**src/rtl/rbs_pkg.sv**
```systemverilog
package rbs_pkg;

  typedef enum logic [1:0] {
    PIN_LEVEL  = 2'd0,
    PIN_PWRITE = 2'd1,
    PIN_PERASE = 2'd2,
    PIN_OFF    = 2'd3
  } pin_mode_e;

  localparam logic [2:0] CMD_CLEAR = 3'd4;

  // codes 0..3 pick a pin mode
  function automatic logic is_mode_cmd(input logic [2:0] op);
    return (op[2] == 1'b0);
  endfunction

  function automatic pin_mode_e cmd_to_mode(input logic [2:0] op);
    return pin_mode_e'(op[1:0]);
  endfunction

  function automatic logic [7:0] pack_csr(input logic idle, input logic efail,
                                          input logic wfail, input logic lockerr);
    return {idle, 1'b0, efail, wfail, 2'b00, lockerr, 1'b0};
  endfunction

  function automatic logic [7:0] pack_gsr(input logic idle, input logic qfull,
                                          input logic qbusy, input logic bufav,
                                          input logic anyerr, input logic [1:0] mode);
    return {idle, qfull, qbusy, 1'b0, bufav, anyerr, mode};
  endfunction

  function automatic logic [7:0] pack_bsr(input logic idle, input logic lock,
                                          input logic fail);
    return {idle, lock, fail, 5'b00000};
  endfunction

endpackage

```
**src/rtl/rbs_state.sv**
```systemverilog
module rbs_state #(
  parameter int NBLK = 32,
  localparam int BW = (NBLK > 1) ? $clog2(NBLK) : 1
) (
  input  logic            clk,
  input  logic            rst_n,
  input  logic            op_start,
  input  logic            op_done,
  input  logic            op_erase,
  input  logic            op_fail,
  input  logic [BW-1:0]   op_blk,
  input  logic            refuse,
  input  logic            clr,
  output logic            busy,
  output logic            wfail,
  output logic            efail,
  output logic            lockerr,
  output logic [NBLK-1:0] blk_fail
);

  logic wfail_set, efail_set;
  assign wfail_set = op_done && op_fail && !op_erase;
  assign efail_set = op_done && op_fail && op_erase;

  always_ff @(posedge clk or negedge rst_n) begin
    if (!rst_n)        busy <= 1'b0;
    else if (op_start) busy <= 1'b1;
    else if (op_done)  busy <= 1'b0;
  end

  // set beats clear
  always_ff @(posedge clk or negedge rst_n) begin
    if (!rst_n) begin
      wfail   <= 1'b0;
      efail   <= 1'b0;
      lockerr <= 1'b0;
    end else begin
      wfail   <= wfail_set | (wfail & ~clr);
      efail   <= efail_set | (efail & ~clr);
      lockerr <= refuse    | (lockerr & ~clr);
    end
  end

  for (genvar g = 0; g < NBLK; g++) begin : g_blk
    logic hit;
    assign hit = op_done && op_fail && (op_blk == BW'(g));
    always_ff @(posedge clk or negedge rst_n) begin
      if (!rst_n) blk_fail[g] <= 1'b0;
      else        blk_fail[g] <= hit | (blk_fail[g] & ~clr);
    end
  end

  p_start_busy_r11: assert property (@(posedge clk) disable iff (!rst_n)
    op_start |=> busy);
  p_done_idle_r11: assert property (@(posedge clk) disable iff (!rst_n)
    (op_done && !op_start) |=> !busy);
  p_refuse_wins_r7: assert property (@(posedge clk) disable iff (!rst_n)
    refuse |=> lockerr);
  p_sticky_hold_r7: assert property (@(posedge clk) disable iff (!rst_n)
    (lockerr && !clr) |=> lockerr);
  p_clear_drops_r7: assert property (@(posedge clk) disable iff (!rst_n)
    (clr && !refuse) |=> !lockerr);

endmodule

```
**src/rtl/rbs_pin.sv**
```systemverilog
module rbs_pin
  import rbs_pkg::*;
#(
  parameter int PULSE_LEN = 4,
  localparam int CW = $clog2(PULSE_LEN + 1)
) (
  input  logic      clk,
  input  logic      rst_n,
  input  logic      mode_cmd,
  input  pin_mode_e new_mode,
  input  logic      op_done,
  input  logic      op_erase,
  input  logic      engine_active,
  output pin_mode_e mode,
  output logic      pulse_fire,
  output logic      ry_by
);

  logic [CW-1:0] cnt;

  assign pulse_fire = op_done && !mode_cmd &&
                      (((mode == PIN_PWRITE) && !op_erase) ||
                       ((mode == PIN_PERASE) &&  op_erase));

  always_ff @(posedge clk or negedge rst_n) begin
    if (!rst_n)        mode <= PIN_LEVEL;
    else if (mode_cmd) mode <= new_mode;
  end

  always_ff @(posedge clk or negedge rst_n) begin
    if (!rst_n)             cnt <= '0;
    else if (mode_cmd)      cnt <= '0;
    else if (pulse_fire)    cnt <= CW'(PULSE_LEN);
    else if (cnt != '0)     cnt <= cnt - CW'(1);
  end

  always_comb begin
    unique case (mode)
      PIN_LEVEL: ry_by = !engine_active;
      PIN_OFF:   ry_by = 1'b1;
      default:   ry_by = (cnt == '0);
    endcase
  end

  p_off_high_r4: assert property (@(posedge clk) disable iff (!rst_n)
    (mode == PIN_OFF) |-> ry_by);
  p_wpulse_r2: assert property (@(posedge clk) disable iff (!rst_n)
    (pulse_fire && !op_erase) |=> !ry_by);
  p_epulse_r3: assert property (@(posedge clk) disable iff (!rst_n)
    (pulse_fire && op_erase) |=> !ry_by);
  p_mode_load_r5: assert property (@(posedge clk) disable iff (!rst_n)
    mode_cmd |=> (mode == $past(new_mode)));
  p_cancel_r5: assert property (@(posedge clk) disable iff (!rst_n)
    (mode_cmd && (new_mode != PIN_LEVEL)) |=> ry_by);

endmodule

```
**src/rtl/rb_status.sv**
```systemverilog
module rb_status
  import rbs_pkg::*;
#(
  parameter int NBLK      = 32,
  parameter int QDEPTH    = 3,
  parameter int PULSE_LEN = 4,
  localparam int BW = (NBLK > 1) ? $clog2(NBLK) : 1,
  localparam int QW = $clog2(QDEPTH + 1)
) (
  input  logic            clk,
  input  logic            rst_n,
  input  logic            op_start,
  input  logic            op_done,
  input  logic            op_erase,
  input  logic            op_fail,
  input  logic [BW-1:0]   op_blk,
  input  logic            lock_refused,
  input  logic [QW-1:0]   q_count,
  input  logic            buf_avail,
  input  logic [NBLK-1:0] blk_lock,
  input  logic [BW-1:0]   blk_sel,
  input  logic            cmd_stb,
  input  logic [2:0]      cmd_op,
  output logic            ry_by,
  output logic [7:0]      csr,
  output logic [7:0]      gsr,
  output logic [7:0]      bsr
);

  logic            busy, wfail, efail, lockerr;
  logic [NBLK-1:0] blk_fail;
  logic            clr, mode_cmd, engine_active, pulse_fire;
  logic            q_full, q_busy, sel_ok, sel_lock, sel_fail;
  pin_mode_e       pin_mode;

  assign clr           = cmd_stb && (cmd_op == CMD_CLEAR);
  assign mode_cmd      = cmd_stb && is_mode_cmd(cmd_op);
  assign q_busy        = (q_count != '0);
  assign q_full        = (32'(q_count) >= QDEPTH);
  assign engine_active = busy || q_busy;

  rbs_state #(.NBLK(NBLK)) u_state (
    .clk      (clk),
    .rst_n    (rst_n),
    .op_start (op_start),
    .op_done  (op_done),
    .op_erase (op_erase),
    .op_fail  (op_fail),
    .op_blk   (op_blk),
    .refuse   (lock_refused),
    .clr      (clr),
    .busy     (busy),
    .wfail    (wfail),
    .efail    (efail),
    .lockerr  (lockerr),
    .blk_fail (blk_fail)
  );

  rbs_pin #(.PULSE_LEN(PULSE_LEN)) u_pin (
    .clk           (clk),
    .rst_n         (rst_n),
    .mode_cmd      (mode_cmd),
    .new_mode      (cmd_to_mode(cmd_op)),
    .op_done       (op_done),
    .op_erase      (op_erase),
    .engine_active (engine_active),
    .mode          (pin_mode),
    .pulse_fire    (pulse_fire),
    .ry_by         (ry_by)
  );

  assign sel_ok   = (32'(blk_sel) < NBLK);
  assign sel_lock = sel_ok && blk_lock[blk_sel];
  assign sel_fail = sel_ok && blk_fail[blk_sel];

  assign csr = pack_csr(!busy, efail, wfail, lockerr);
  assign gsr = pack_gsr(!busy, q_full, q_busy, buf_avail,
                        wfail | efail | lockerr, pin_mode);
  assign bsr = pack_bsr(!busy, sel_lock, sel_fail);

  p_level_busy_r1: assert property (@(posedge clk) disable iff (!rst_n)
    ((pin_mode == PIN_LEVEL) && engine_active) |-> !ry_by);
  p_level_idle_r1: assert property (@(posedge clk) disable iff (!rst_n)
    ((pin_mode == PIN_LEVEL) && !busy && !q_busy) |-> ry_by);
  p_pulse_mode_r2: assert property (@(posedge clk) disable iff (!rst_n)
    pulse_fire |-> (pin_mode == PIN_PWRITE || pin_mode == PIN_PERASE));

endmodule

```
**config.mk**
```make
export PLATFORM = sky130hd
export DESIGN_NAME = rb_status
export DESIGN_NICKNAME = d
export VERILOG_FILES = /design/src/rtl/rbs_pkg.sv /design/src/rtl/rbs_state.sv /design/src/rtl/rbs_pin.sv /design/src/rtl/rb_status.sv
export SDC_FILE = /design/constraint.sdc
export NUM_CORES = 1
export LEC_CHECK = 0
export BUFFER_PORTS_ARGS = -buffer_cell sky130_fd_sc_hd__buf_2
export CAP_MARGIN = 20
export CELL_PAD_IN_SITES_DETAIL_PLACEMENT = 0
export CELL_PAD_IN_SITES_GLOBAL_PLACEMENT = 2
export CORE_MARGIN = 2
export CORE_UTILIZATION = 28
export CTS_CLUSTER_SIZE = 20
export DETAILED_ROUTE_END_ITERATION = 12
export PLACE_DENSITY_LB_ADDON = 0.08
export SYNTH_ARGS = -nofsm -noshare
export SYNTH_HDL_FRONTEND = slang
export SYNTH_SLANG_ARGS = --single-unit
```
**constraint.sdc**
```tcl
create_clock -name clk -period 1.7 [get_ports clk]
set_clock_uncertainty 0.2 [all_clocks]
set_input_delay 0.34 -clock clk [delete_from_list [all_inputs] [get_ports clk]]
set_output_delay 0.34 -clock clk [all_outputs]
set_load 0.005 [all_outputs]
```
==> impl_metrics.env, run 1 <==
export IMPL_status="finished with violations"
export IMPL_violations="negative setup slack"
export IMPL_reg2reg_to="u_pin.cnt[2]"
export IMPL_ant_nets=0
export IMPL_synthCells=244
export IMPL_cts_tree="yes"
export IMPL_ys_ff_latch=41
export IMPL_clock_sinks=41
export IMPL_yosysUniqueCellTypes=39
export IMPL_wl_um=6680
export IMPL_synth_edf_count=0
export IMPL_setup_worst_path_start_class="flip-flop"
export IMPL_synthTopCellsByArea="dfrtp_1, mux2i_1, a22o_1, buf_4, a22oi_1"
export IMPL_synth_area_leader_cell="dfrtp_1"
export IMPL_synth_async_sr_flop_share_pct=100.0
export IMPL_drt_initial_drc_count=136
export IMPL_p_per_area_nw_per_um2=832.9
export IMPL_antenna_found_initial=0
export IMPL_routabilityCongestion=0.7230
export IMPL_slew_violations=0
export IMPL_place_area_um2=3018
export IMPL_period_minus_slack_ns=2.123
export IMPL_final_area_um2=3413
export IMPL_start_util_pct=28.71
export IMPL_peakVddDrop_uv=601.5
export IMPL_clock_path_buffers=2
export IMPL_rsz0062_at_grt="true"
export IMPL_ys_seq_area_share_pct=41.19
export IMPL_route_detailed_drc=0
export IMPL_core_um2=8678
export IMPL_fmax_ghz=0.4710
export IMPL_rows=34
export IMPL_critPathKind="reg2out"
export IMPL_place_ws_ns=-0.4151
export IMPL_timing_final_ws_setup_ns=-0.4232
export IMPL_crit_arrival_ns=1.58
export IMPL_whs_endpoint="u_state.lockerr"
export IMPL_timing_setup_tns_ns=-0.9740
export IMPL_dr_pass1_iters=4
export IMPL_worstReg2RegStart="u_pin.mode[1]"
export IMPL_min_from="lock_refused"
export IMPL_nFillCells=909
export IMPL_hold_class="in2reg"
export IMPL_root_buffer="clkbuf_8"
export IMPL_fp_dieArea_um2=9668
export IMPL_whs_ns=0.02089
export IMPL_dp_cells=421
export IMPL_avgSynthCellArea_um2=10.21
export IMPL_period_share_pct=124.9
export IMPL_numCtsBuffers=5
export IMPL_grt_ovfl_total=0
export IMPL_finalSetupViolCount=3
export IMPL_via_count=2134
export IMPL_cap_violations=0
export IMPL_htreeDepth=2
export IMPL_ys_warn_count=0
export IMPL_synth_ff_type="dfrtp_1"
export IMPL_synthTopCellsByCount="dfrtp_1, mux2i_1, buf_4, nand2_1, a22o_1"
export IMPL_routedWlPerCell_um=15.11
export IMPL_path_clk_slew_ns=0.07
export IMPL_grt_use_total_pct=14.11
export IMPL_instances_no_fill=442
export IMPL_io_pins=81
export IMPL_fp_dieW_um=98.33
export IMPL_yosysMostFrequentCell="dfrtp_1"
export IMPL_startpoint="u_state.blk_fail[15]"
export IMPL_syn_area_um2=2491
export IMPL_ff2ff_path_depth=6
export IMPL_portBuffers=68
export IMPL_dpl_hpwl_um=4818
export IMPL_endpoint_kind="output port"
export IMPL_cp_max_fo=2
export IMPL_grt_pass1_wl_um=10940
export IMPL_nets=395
export IMPL_diodes=0
export IMPL_r2r_setup_slack_ns=0.02
export IMPL_synth_top_area_share_pct=41.19
export IMPL_hold_viol_final=0
export IMPL_p_leak_nw=1.676
export IMPL_drive_above_1_share_pct=38.32
export IMPL_crit_required_ns=1.16
export IMPL_hold_depth=2
export IMPL_grt_max_degree=42
export IMPL_clock_latency_ns=0.29
export IMPL_synthToLayoutAreaGrowth_pct=37.02
export IMPL_grt_pass1_vias=2171
export IMPL_dieHeight_um=98.33
export IMPL_post_drt_via_cell_ratio=4.828
==> sequential cells by signal (all words and copies together), names as in the netlist <==
| signal | cells |
|---|---|
| u_state.blk_fail | 32 |
| u_pin.cnt | 3 |
| u_pin.mode | 2 |
| u_state.busy | 1 |
| u_state.efail | 1 |
| u_state.lockerr | 1 |
| u_state.wfail | 1 |
==> metrics by stage <==
stage	utilization [%]	power, mW
global route	39.33	3.031
global placement	34.78	1.916
floorplan	-	1.650
CTS	38.52	2.854
detailed placement	34.78	1.918
finish	39.33	2.843
==> worst max-delay path by stage <==
stage / end / slack (ns) / depth (start not counted)
floorplan: bsr[6] / -0.22 / 8
global placement: bsr[5] / -0.37 / 8
detailed placement: bsr[5] / -0.42 / 7
CTS: bsr[5] / -0.39 / 6
global route: bsr[5] / -0.52 / 6
finish: bsr[5] / -0.42 / 6
==> logic make-up after synthesis <==
logic type	after synthesis	share of synthesized area, %
DFF	41	41.19
muxes	33	13.31
and+or+nand+nor	58	11.70
AOI/OAI and AO/OA	63	19.59
adders and majority gates	6	3.013
other	1	0.1505
buffers and inverters	41	10.70
xor gates and xnor gates	1	0.3516
==> critical path, stage by stage (launching register included) <==
cell      delay [ns]
dfrtp_1         0.41
mux2i_1         0.14
a22oi_1         0.10
and4b_1         0.22
a31oi_2         0.16
o311ai_2        0.12
buf_2           0.14
==> cell usage in the layout (no fill, tap or decap), types with 2 or more instances in the layout <==
master     n
clkbuf_8   6
mux2i_1   32
buf_2     67
buf_4     26
ha_4       4
inv_2      2
inv_1      5
and4b_1    2
o21ai_0    3
buf_16     3
a32o_1     8
or3_1      2
a22oi_1   14
nand3_1    2
conb_1    10
o21ai_1    6
a22o_1    18
dfrtp_1   41
nand2b_1   5
nand4b_1   2
ha_1       2
a21oi_1    3
buf_6      4
and2_1     2
nor2b_1    7
nand2_1   20
nor2_1    12
buf_12     6
==> timing repair <==
item	4_1_cts	5_1_grt
gates resized for setup	17	11
setup endpoints to repair	4	7
buffers inserted	8	3
cloned	3	0
pin swaps	13	7
hold buffers	1	0
hold endpoints to repair	41	0
==> final cells by class <==
class                           count  area, um^2  share of cell area [%]
Clock inverter                      2       37.54                   1.100
Inverter                            7       26.28                  0.7698
Timing Repair Buffer              107       788.3                   23.09
Multi-Input combinational cell    171        1318                   38.60
Clock buffer                        6       82.58                   2.419
Sequential cell                    41        1026                   30.06
Tap cell                          108       135.1                   3.959
==> power by group <==
part | internal, mW | switching, mW | total [mW]
clock network | 0.477 | 0.343 | 0.820
logic | 0.470 | 0.379 | 0.849
registers | 1.10 | 0.0747 | 1.17
total | 2.05 | 0.796 | 2.84
==> routing by layer <==
layer  share of wire [%]  up-vias  routed length, um  global-route usage (%)
li1                    -     1042                  -                       -
met1                  42     1012               2827                   17.34
met2                  50       74               3323                   24.44
met3                 6.8        6                456                   3.794
met4                 1.1        0                 72                   3.793
met5                   0        -                  0                       0
(Power assumes the default switching activity.)
==> inputs of run 2 (changes only) <==
--- a/config.mk
+++ b/config.mk
@@ -14,6 +14,8 @@
 export CTS_CLUSTER_SIZE = 20
 export DETAILED_ROUTE_END_ITERATION = 12
 export PLACE_DENSITY_LB_ADDON = 0.08
+export SKIP_CTS_REPAIR_TIMING = 1
 export SYNTH_ARGS = -nofsm -noshare
 export SYNTH_HDL_FRONTEND = slang
 export SYNTH_SLANG_ARGS = --single-unit
+export TNS_END_PERCENT = 20
==> impl_metrics.env, run 2 (synthesized netlist as in run 1, its figures left out) <==
export IMPL_p_clk_share_pct=24.0
export IMPL_hold_class="in2reg"
export IMPL_p_leak_nw=1.642
export IMPL_top_regs="u_state.blk_fail: 32 flops, u_pin.cnt: 3 flops, u_pin.mode: 2 flops"
export IMPL_routedWlPerCell_um=15.27
export IMPL_post_drt_via_cell_ratio=4.824
export IMPL_fp_dieW_um=98.33
export IMPL_drive_above_1_share_pct=35.82
export IMPL_p_seq_share_pct=45.4
export IMPL_cap_violations=0
export IMPL_synthToLayoutAreaGrowth_pct=30.64
export IMPL_critPathKind="reg2out"
export IMPL_via_count=2137
export IMPL_crit_required_ns=1.16
export IMPL_grt_pass1_vias=2140
export IMPL_whs_ns=0.02315
export IMPL_numCtsBuffers=5
export IMPL_ant_nets=0
export IMPL_startpoint="u_state.blk_fail[13]"
export IMPL_antenna_found_initial=0
export IMPL_min_from="lock_refused"
export IMPL_status="finished with violations"
export IMPL_setup_worst_path_start_class="flip-flop"
export IMPL_dp_cells=429
export IMPL_fp_dieArea_um2=9668
export IMPL_root_buffer="clkbuf_8"
export IMPL_period_minus_slack_ns=2.074
export IMPL_largest_register="u_state.blk_fail"
export IMPL_peakVddDrop_uv=261.4
export IMPL_p_per_area_nw_per_um2=792.8
export IMPL_start_util_pct=28.71
export IMPL_dieHeight_um=98.33
export IMPL_period_share_pct=122.0
export IMPL_grt_max_degree=42
export IMPL_route_detailed_drc=0
export IMPL_p_int_mw=1.811
export IMPL_nets=396
export IMPL_rows=34
export IMPL_slew_violations=0
export IMPL_instances_no_fill=443
export IMPL_swShare_pct=29.79
export IMPL_clock_sinks=41
export IMPL_drt_initial_drc_count=84
export IMPL_grt_pass1_wl_um=10610
export IMPL_fmax_ghz=0.4822
export IMPL_clock_path_buffers=2
export IMPL_io_pins=81
export IMPL_worstReg2RegStart="u_pin.mode[1]"
export IMPL_dr_pass1_iters=4
export IMPL_grt_use_total_pct=13.80
export IMPL_grt_ovfl_total=0
export IMPL_rsz0062_at_grt="true"
export IMPL_diodes=0
export IMPL_power_switching_mw=0.7687
export IMPL_portBuffers=68
export IMPL_dpl_hpwl_um=5155
export IMPL_clock_latency_ns=0.29
export IMPL_finalSetupViolCount=4
export IMPL_power_frac_comb_pct=30.6
export IMPL_ff2ff_path_depth=5
export IMPL_routabilityCongestion=0.7275
export IMPL_core_um2=8678
export IMPL_power_mw=2.580
export IMPL_violations="negative setup slack"
export IMPL_htreeDepth=2
export IMPL_mostFrequentLayoutCells="buf_2, dfrtp_1, buf_4"
export IMPL_hold_viol_final=0
export IMPL_crit_arrival_ns=1.53
export IMPL_cts_tree="yes"
export IMPL_timing_final_ws_setup_ns=-0.3738
export IMPL_layout_commonest_cell="buf_2"
export IMPL_hold_depth=2
export IMPL_largest_reg_flops=32
export IMPL_cp_max_fo=2
export IMPL_endpoint_kind="output port"
export IMPL_path_clk_slew_ns=0.08
export IMPL_wl_um=6765
[run 2: cell count changes in the layout (fill, tap and decap cells not counted), moves of 3 or more]
cell    change
buf_4       +8
buf_6       -4
buf_16      -3
ha_1        +3
ha_4        -3
[run 2: layout make-up]
class	instances	area, um^2
Clock buffer	6	72.57
Sequential cell	41	1026
Multi-Input combinational cell	171	1264
Timing Repair Buffer	108	720.7
Clock inverter	2	10.01
Fill cell	927	5424
Tap cell	108	135.1
Inverter	7	26.28
[run 2: worst paths after layout]
check	end	slack, ns
worst max-delay path	bsr[5]	-0.37
max in group asynchronous	u_state.blk_fail[22]	0.74
min in group asynchronous	u_state.wfail	0.35
worst min register to register	u_state.blk_fail[3]	0.29
worst min-delay path	u_state.lockerr	0.02
worst max register to register	u_pin.cnt[2]	0.03
[run 2: power groups by stage]
stage / logic, mW / registers (mW) / clock network (mW)
floorplan: 0.479 / 1.17 / 0
global placement: 0.743 / 1.19 / 0
detailed placement: 0.747 / 1.19 / 0
CTS: 0.750 / 1.17 / 0.645
global route: 0.901 / 1.19 / 0.685
finish: 0.789 / 1.17 / 0.619
[run 2: per-layer routing]
metal	wire [um]	part of all wire, %	GRT usage (%)
met4	63	0.93	3.793
met5	0	0	0
met3	393	5.8	3.221
met2	3366	50	24.18
met1	2942	43	16.99
[run 2: critical path, cell delays in order (launching register included)]
cell	delay, ns
dfrtp_1	0.41
mux2i_1	0.13
a22oi_1	0.10
and4b_1	0.21
a31oi_1	0.13
o311ai_1	0.11
buf_2	0.15
[run 2: metrics by stage]
step	area (um^2)	setup WS [ns]	util, %	setup TNS (ns)
after floorplan	2525	-0.2253	-	-0.4505
final	3254	-0.3738	37.50	-1.040
after global routing	3254	-0.4836	37.50	-1.457
after global placement	3065	-0.3743	35.32	-0.7441
after CTS	3148	-0.3937	36.27	-1.160
after detailed placement	3065	-0.3902	35.32	-0.7792
